==> src/rtl/cfgwin_pkg.sv <==
package cfgwin_pkg;

    typedef enum logic [1:0] {
        ST_IDLE = 2'd0,
        ST_ONE  = 2'd1,
        ST_TWO  = 2'd2,
        ST_OPEN = 2'd3
    } win_state_t;

    localparam int BYTE_W    = 8;

    // Pattern offsets and key bytes
    localparam int KEY_OFS   = 1;
    localparam int GATE_OFS  = 2;
    localparam logic [BYTE_W-1:0] OPEN_KEY  = 8'h03;
    localparam logic [BYTE_W-1:0] CLOSE_KEY = 8'h83;

    // Hidden bank map
    localparam int HID_RTIM  = 0;
    localparam int HID_WTIM  = 1;
    localparam int HID_CTRL  = 3;
    localparam int HID_STRAP = 5;
    localparam int HID_MISC  = 6;

    localparam logic [BYTE_W-1:0] CTRL_ON   = 8'h95;
    localparam logic [BYTE_W-1:0] CTRL_OFF  = 8'h11;
    localparam logic [BYTE_W-1:0] MISC_MASK = 8'h7F;

endpackage

==> src/rtl/cfgwin_seq.sv <==
module cfgwin_seq
    import cfgwin_pkg::*;
#(
    parameter int ADDR_W = 3
) (
    input  logic                 clk,
    input  logic                 rst_n,
    input  logic [ADDR_W-1:0]    host_ofs,
    input  logic                 host_wide,
    input  logic                 host_rd,
    input  logic                 host_wr,
    input  logic [BYTE_W-1:0]    host_wbyte,
    output logic                 win_open
);

    win_state_t state_q, state_d;

    logic any_acc;
    logic key_rd;
    logic open_wr;
    logic close_wr;

    always_comb begin
        any_acc  = host_rd | host_wr;
        key_rd   = host_rd && host_wide && (host_ofs == ADDR_W'(KEY_OFS));
        open_wr  = host_wr && !host_wide && (host_ofs == ADDR_W'(GATE_OFS))
                   && (host_wbyte == OPEN_KEY);
        close_wr = host_wr && !host_wide && (host_ofs == ADDR_W'(GATE_OFS))
                   && (host_wbyte == CLOSE_KEY);
    end

    // Next-state logic
    always_comb begin
        state_d = state_q;
        unique case (state_q)
            ST_IDLE: begin
                if (key_rd) state_d = ST_ONE;                 // first_key
            end
            ST_ONE: begin
                if (key_rd)       state_d = ST_TWO;           // second_key
                else if (any_acc) state_d = ST_IDLE;          // break
            end
            ST_TWO: begin
                if (open_wr)      state_d = ST_OPEN;          // open_key
                else if (key_rd)  state_d = ST_TWO;           // second_key (slide)
                else if (any_acc) state_d = ST_IDLE;          // break
            end
            ST_OPEN: begin
                if (close_wr) state_d = ST_IDLE;              // close_key
            end
        endcase
    end

    // State register
    always_ff @(posedge clk or negedge rst_n) begin
        if (!rst_n) state_q <= ST_IDLE;
        else        state_q <= state_d;
    end

    // Outputs
    always_comb begin
        win_open = (state_q == ST_OPEN);
    end

    a_r1_open_after_key: assert property (@(posedge clk) disable iff (!rst_n)
        $rose(win_open) |-> $past(host_wr && !host_wide
            && host_ofs == ADDR_W'(GATE_OFS) && host_wbyte == OPEN_KEY));

    a_r9_close_on_key: assert property (@(posedge clk) disable iff (!rst_n)
        (win_open && host_wr && !host_wide && host_ofs == ADDR_W'(GATE_OFS)
         && host_wbyte == CLOSE_KEY) |=> !win_open);

    a_r2_break_idle: assert property (@(posedge clk) disable iff (!rst_n)
        (!win_open && any_acc && !key_rd && !open_wr) |=> !win_open);

endmodule

==> src/rtl/cfgwin_bank.sv <==
module cfgwin_bank
    import cfgwin_pkg::*;
#(
    parameter int ADDR_W = 3
) (
    input  logic                 clk,
    input  logic                 rst_n,
    input  logic                 wr_en,
    input  logic [ADDR_W-1:0]    ofs,
    input  logic [BYTE_W-1:0]    wbyte,
    input  logic                 strap_slow,
    output logic [BYTE_W-1:0]    rbyte,
    output logic                 iface_on
);

    logic [BYTE_W-1:0] rtim_q, wtim_q, ctrl_q, misc_q;
    logic              on_q;

    always_ff @(posedge clk or negedge rst_n) begin
        if (!rst_n) begin
            rtim_q <= '0;
            wtim_q <= '0;
            ctrl_q <= '0;
            misc_q <= '0;
            on_q   <= 1'b0;
        end else if (wr_en) begin
            if (ofs == ADDR_W'(HID_RTIM)) rtim_q <= wbyte;
            if (ofs == ADDR_W'(HID_WTIM)) wtim_q <= wbyte;
            if (ofs == ADDR_W'(HID_MISC)) misc_q <= wbyte & MISC_MASK;
            if (ofs == ADDR_W'(HID_CTRL)) begin
                ctrl_q <= wbyte;
                if (wbyte == CTRL_ON)       on_q <= 1'b1;
                else if (wbyte == CTRL_OFF) on_q <= 1'b0;
            end
        end
    end

    always_comb begin
        rbyte = '0;
        if (ofs == ADDR_W'(HID_RTIM))  rbyte = rtim_q;
        if (ofs == ADDR_W'(HID_WTIM))  rbyte = wtim_q;
        if (ofs == ADDR_W'(HID_CTRL))  rbyte = ctrl_q;
        if (ofs == ADDR_W'(HID_STRAP)) rbyte = {{(BYTE_W-1){1'b0}}, strap_slow};
        if (ofs == ADDR_W'(HID_MISC))  rbyte = misc_q;
        iface_on = on_q;
    end

    a_r7_ctrl_on: assert property (@(posedge clk) disable iff (!rst_n)
        (wr_en && ofs == ADDR_W'(HID_CTRL) && wbyte == CTRL_ON) |=> iface_on);

    a_r7_ctrl_off: assert property (@(posedge clk) disable iff (!rst_n)
        (wr_en && ofs == ADDR_W'(HID_CTRL) && wbyte == CTRL_OFF) |=> !iface_on);

    a_r6_misc_top_zero: assert property (@(posedge clk) disable iff (!rst_n)
        (ofs == ADDR_W'(HID_MISC)) |-> !rbyte[BYTE_W-1]);

    a_r5_strap_held: assert property (@(posedge clk) disable iff (!rst_n)
        (wr_en && ofs == ADDR_W'(HID_STRAP)) |=> $stable(rtim_q) && $stable(wtim_q)
            && $stable(ctrl_q) && $stable(misc_q));

endmodule

==> src/rtl/cfgwin_top.sv <==
module cfgwin_top
    import cfgwin_pkg::*;
#(
    parameter int ADDR_W = 3,
    parameter int DATA_W = 16
) (
    input  logic                 clk,
    input  logic                 rst_n,
    input  logic [ADDR_W-1:0]    host_ofs,
    input  logic                 host_wide,
    input  logic                 host_rd,
    input  logic                 host_wr,
    input  logic [DATA_W-1:0]    host_wdata,
    output logic [DATA_W-1:0]    host_rdata,
    output logic [ADDR_W-1:0]    tf_ofs,
    output logic                 tf_wide,
    output logic                 tf_rd,
    output logic                 tf_wr,
    output logic [DATA_W-1:0]    tf_wdata,
    input  logic [DATA_W-1:0]    tf_rdata,
    input  logic                 strap_slow,
    output logic                 window_open,
    output logic                 iface_on
);

    localparam int PAD_W = DATA_W - BYTE_W;

    logic              win_open;
    logic [BYTE_W-1:0] hid_rbyte;

    cfgwin_seq #(.ADDR_W(ADDR_W)) u_seq (
        .clk        (clk),
        .rst_n      (rst_n),
        .host_ofs   (host_ofs),
        .host_wide  (host_wide),
        .host_rd    (host_rd),
        .host_wr    (host_wr),
        .host_wbyte (host_wdata[BYTE_W-1:0]),
        .win_open   (win_open)
    );

    cfgwin_bank #(.ADDR_W(ADDR_W)) u_bank (
        .clk        (clk),
        .rst_n      (rst_n),
        .wr_en      (host_wr && win_open),
        .ofs        (host_ofs),
        .wbyte      (host_wdata[BYTE_W-1:0]),
        .strap_slow (strap_slow),
        .rbyte      (hid_rbyte),
        .iface_on   (iface_on)
    );

    always_comb begin
        tf_ofs      = host_ofs;
        tf_wide     = host_wide;
        tf_wdata    = host_wdata;
        tf_rd       = host_rd && !win_open;
        tf_wr       = host_wr && !win_open;
        host_rdata  = win_open ? {{PAD_W{1'b0}}, hid_rbyte} : tf_rdata;
        window_open = win_open;
    end

    a_r3_blocked_when_open: assert property (@(posedge clk) disable iff (!rst_n)
        window_open |-> !tf_rd && !tf_wr);

    a_r3_forward_when_closed: assert property (@(posedge clk) disable iff (!rst_n)
        (!window_open && (host_rd || host_wr)) |-> (tf_rd == host_rd) && (tf_wr == host_wr));

endmodule

==> config.mk <==
export PLATFORM = sky130hd
export DESIGN_NAME = cfgwin_top
export DESIGN_NICKNAME = d
export VERILOG_FILES = /design/src/rtl/cfgwin_pkg.sv /design/src/rtl/cfgwin_seq.sv /design/src/rtl/cfgwin_bank.sv /design/src/rtl/cfgwin_top.sv
export SDC_FILE = /design/constraint.sdc
export NUM_CORES = 1
export LEC_CHECK = 0
export BUFFER_PORTS_ARGS = -buffer_cell sky130_fd_sc_hd__buf_2
export CORE_UTILIZATION = 45
export DETAILED_ROUTE_END_ITERATION = 12
export PLACE_DENSITY_LB_ADDON = 0.12
export SLEW_MARGIN = 30
export SYNTH_ARGS = -nofsm -noshare
export SYNTH_HDL_FRONTEND = slang
export SYNTH_SLANG_ARGS = --single-unit
==> constraint.sdc <==
create_clock -name clk -period 2.1 [get_ports clk]
set_input_delay 0.21 -clock clk [delete_from_list [all_inputs] [get_ports clk]]
set_output_delay 0.21 -clock clk [all_outputs]
set_load 0.02 [all_outputs]
Word level (Yosys, flattened, before mapping). Cells that the tools add are included.

Flip-flop bits (word level): 34. Input port bits: 41. Output and inout bits: 40. Word-level logic and storage cells: 55.

Equal/unequal tests: 14. Muxes and demuxes: 14. Bitwise operators: 1. Reductions and logical operators: 20.

Operators with widths (number): $mux 8 (5); $eq 8x8->1 const B (2); $mux 16 (1); $mux 2 (5); $reduce_and 2->1 (5); $logic_and 1x1->1 (9); $eq 8x2->1 const B (1); $eq 8x5->1 const B (1); $pmux 2 s4 (1); $eq 3x2->1 const B (2); $eq 3x3->1 const B (2); $eq 2x2->1 const B (2); $ne 2x1->1 const B (2); $eq 3x1->1 const B (1); $logic_not 3->1 (1); $reduce_and 3->1 (1); $eq 2x1->1 const B (1); $logic_not 1->1 (2); $logic_not 2->1 (1); $mux 1 (2); $reduce_bool 2->1 (1); $or 1x1->1 (1).

Depth between registers and ports, before layout.
Depth after elaboration: 7. Gate-level depth with buffers: 6. Depth with buffers taken out: 4.

Cells and area by module. From an unflattened synthesis, not the netlist that was laid out.

Cell total of the unflattened synthesis: 173. Area, all modules: 2047.0 um^2.

By module, submodules not included: cfgwin_bank (times used 1, cells each 115, area each 1517.7 um^2, sequential area each 800.8 um^2); cfgwin_top (times used 1, cells each 41, area each 361.6 um^2, sequential area each 0.0 um^2); cfgwin_seq (times used 1, cells each 17, area each 167.7 um^2, sequential area each 50.0 um^2).

Least setup slack after synthesis. No wires, ideal clock.

Path type: input port to output port. Start: input host_ofs[1]. End: output host_rdata[0]. Arrival time: 1.398 ns. Data required time: 1.890 ns. Slack: 0.492 ns. Stages on the path: 5. Path buffers: 2. Cell sequence: buf_1 > and2_1 > buf_2 > a211oi_1 > o31ai_1.

Cells in the longest elaborated chain, start to end: 7. Elaborated cells on any way between the ends: 11. Those cells by class: 4 x eq/ne; 6 x mux; 1 x reduce/logical.

Ends and longest elaborated chain: from (decl) (line cfgwin_top.sv:9) `input logic [ADDR_W-1:0] host_ofs,`; $logic_not 3->1 (line cfgwin_bank.sv:40) `if (ofs == ADDR_W'(HID_RTIM)) rbyte = rtim_q;`; $mux 8 (line cfgwin_bank.sv:40); $mux 8 (line cfgwin_bank.sv:41) `if (ofs == ADDR_W'(HID_WTIM)) rbyte = wtim_q;`; $mux 8 (line cfgwin_bank.sv:42) `if (ofs == ADDR_W'(HID_CTRL)) rbyte = ctrl_q;`; $mux 8 (line cfgwin_bank.sv:43) `if (ofs == ADDR_W'(HID_STRAP)) rbyte = {{(BYTE_W-1){1'b0}}, strap_slow};`; $mux 8 * (line cfgwin_bank.sv:44) `if (ofs == ADDR_W'(HID_MISC)) rbyte = misc_q;`; $mux 16 * (line cfgwin_top.sv:59) `host_rdata = win_open ? {{PAD_W{1'b0}}, hid_rbyte} : tf_rdata;`; to (decl) (line cfgwin_top.sv:14) `output logic [DATA_W-1:0] host_rdata,`.

Mark *: on every way between the ends. The rest lies on a longest branch, timed or not.

Worst setup path after layout.
Start: register u_seq.state_q[0]. End: output host_rdata[4].

Cells in the longest elaborated chain, start to end: 2.

Ends and longest elaborated chain: from (decl) (line cfgwin_seq.sv:16) `win_state_t state_q, state_d;`; from (signal assigned) (line cfgwin_seq.sv:57) `else state_q <= state_d;`; $eq 2x2->1 (line cfgwin_seq.sv:62) `win_open = (state_q == ST_OPEN);`; $mux 16 (line cfgwin_top.sv:59).

Every way passes these cells.

==> impl_results.md <==
* Worst path slowest cell: dfrtp_1
* Core Region at 4140 um2
* PD cells at 703 nW/um2
* I/O Pins at 81
* Met3 routed WL at 322 um
* Largest net degree at the start of global routing at 35
* Layout cells sized above 1 at 47.6%
* Int Pwr at 0.00118 W
* Status: finished, final reports clean
* Crit path kind: reg -> out
* WL per Instance at 17.1 um
* EDFF count, synth at 0
* Post-Synthesis Cells at 179
* Crit path max fanout at 7
* Max-cap violations at 0
* Post-synth ARST share at 100%
* Unrepaired setup endpoints after global routing: no
* DRC at 0
* HP Class: in -> async
* Crit path time final at 1870 ps
* Syn_nets at 220
* Number of fill cells at 389
* Sum Neg Setup Slack at 0 ps
* Synth Area per Inst at 11.3 um2
* Syn Std Cell Area at 2020 um2
* Top cells by area, synth: dfrtp_1, mux2_2, buf_4, mux2_4, mux2i_1
* Sequential group share of total power at 51.5%
* First-pass GRT wire length at 7130 um
* Port bufs at 64
* Initial antenna violation count at 0
* Fin nets at 266
* Critical path cell sequence: nand2_1 > buf_4 > a221oi_1 > nor2_1 > buf_2
* Reg2Reg Launch Point: u_seq.state_q[0]
* Final Max Slew Viols at 0
* CTS H-tree lvls at 2
* Setup Buffers After CTS at 0
* Detail Placement HPWL at 3520 um
* Initial Util at 48.7%
* Dpl cells at 268
* Clock power share at 27.2%
* Register Area at 851 um2
* GRT Util Overall at 21.3%
* Most frequent cells in the layout: buf_2, dfrtp_1, mux2_2
* Net Sw Frac at 27.1%
* Total Die Area at 4750 um2
* Startpoint types: register
* CTS tree: yes
* Reg clk slew, reported paths at 60 ps
* Register area share after synthesis at 42.2%
* Reg2reg end: u_bank.rtim_q[1]
* Commonest non-fill, non-tap cell in the layout: buf_2
* Area leader, netlist: dfrtp_1
* Routed Antenna Nets at 0
* Data arrival, critical path at 1660 ps
* Clock skew at 2.79 ps
* Fmax achieved at 535 MHz
* Fin cells at 275
* Die width at 69.0 um
* P_sw at 0.000439 W
* Worst slew pin tran at 764 ps
* Root Driver: clkbuf_8
* DR pass1 iterations at 4
* Area taken by multi-input logic gates at 956 um2
* Cell variety after synth at 35
* Slowest cell delay on critical path at 480 ps
* Post_cts resized at 0
* Leak at 1.16 nW
* Vias at 1528
* CTS Buf Count at 5
* Drt total wl at 4720 um
* Area grow syn2layout at 14.0%
* Crit path max-delay family: flip-flops
* Sink Count at 34
* Clk_lat worst skew at 280 ps
* Top FF cell, synth: dfrtp_1
* # diodes at 0
* Buf+Inv Stages, Crit Path at 2
* Endpoints failing hold at 0
* Vias in the first global route at 1434
* Top routing layer in use: met4
* DRT iter0 DRCs at 23
* DR vias/cell at 5.56
* Metal-1 WL at 2090 um
* Rel. slew slack at 49.0%
* Reg2reg setup slack at 340 ps
* Rows at 23
* Syn. warnings at 0
* CP required at 1890 ps
* Die Y at 69.0 um
* Clock Tree Buf Depth at 2
* Yosys top cell area share at 42.2%
* CP endpoint kind: output port
* Worst r2r path cells at 3
* Remaining global-route overflow at 0
* FF+latch count, synth at 34
* Gpl congestion at 0.800
* Wire length on met2 at 2230 um
* Final setup vio count at 0
* Power share of the combinational group at 21.2%
* Fin crit share at 88.9%
* Post-CTS Hold Fix Bufs at 0
* Peak VDD IR at 0.446 mV
## synth_stat cells (2+ instances only)
master / count
nor4_1: 2
inv_1: 2
nor4b_1: 2
a221oi_1: 7
mux2_4: 8
nor2b_1: 4
nor2_2: 2
and2_1: 12
o2bb2ai_1: 6
a21oi_1: 2
buf_4: 20
nor2_1: 16
mux2_2: 23
dfrtp_1: 34
nand2_1: 6
buf_6: 2
o31ai_1: 2
buf_2: 3
clkbuf_1: 2
mux2i_1: 9
## metrics by stage
| step | utilization [%] | hold slack [ps] | total power, W | cell area, um2 | setup WS, ps |
|---|---|---|---|---|---|
| floorplan | - | -85.6 | 0.00109 | 2020 | 492 |
| global placement | 53.7 | 312 | 0.00118 | 2220 | 376 |
| detailed placement | 53.7 | 329 | 0.00119 | 2220 | 285 |
| CTS | 55.5 | 27.7 | 0.00164 | 2300 | 211 |
| global route | 55.5 | 57.6 | 0.00171 | 2300 | 119 |
| finish | 55.5 | 0.0673 | 0.00162 | 2300 | 232 |
## layout make-up
type                       instances  share of cell area (%)
multi-input combinational        114                    41.6
timing repair buffer              67                    14.9
sequential                        34                    37.0
inverter                           3                   0.490
clock buffer                       7                    3.32
tap                               50                    2.72
## worst max-delay path by stage
| stage | endpoint | startpoint | depth (start not counted) |
|---|---|---|---|
| global route | host_rdata[1] | u_seq.state_q[0] | 5 |
| finish | host_rdata[4] | u_seq.state_q[0] | 5 |
| CTS | host_rdata[4] | u_seq.state_q[0] | 5 |
| floorplan | host_rdata[0] | host_ofs[1] | 5 |
| global placement | host_rdata[3] | host_ofs[0] | 6 |
| detailed placement | host_rdata[4] | host_ofs[0] | 6 |
## kinds of logic after synthesis
| group | share of synthesized area, % |
|---|---|
| muxes | 23.3 |
| DFF | 42.2 |
| AOI/OAI and AO/OA | 8.93 |
| xor gates and xnor gates | 0.434 |
| and+or+nand+nor | 14.8 |
| buffers and inverters | 10.4 |
## layer usage
metal	up-vias	GRT usage, %
li1	712	-
met1	731	28.4
met2	73	34.5
met3	12	3.62
met4	0	8.16
met5	-	0
## flip-flops by register name (all words and copies together) (netlist names)
| register | cells |
|---|---|
| u_bank.ctrl_q | 8 |
| u_bank.iface_on | 1 |
| u_bank.misc_q | 7 |
| u_bank.rtim_q | 8 |
| u_bank.wtim_q | 8 |
| u_seq.state_q | 2 |
## power groups by stage
| stage | clock (W) | sequential (W) | combinational, W |
|---|---|---|---|
| floorplan | 0 | 0.000823 | 0.000271 |
| global placement | 0 | 0.000839 | 0.000338 |
| detailed placement | 0 | 0.000844 | 0.000346 |
| CTS | 0.000456 | 0.000832 | 0.000348 |
| global route | 0.000486 | 0.000846 | 0.000376 |
| finish | 0.000440 | 0.000833 | 0.000344 |
No activity file was read; power rests on OpenSTA's default activity.
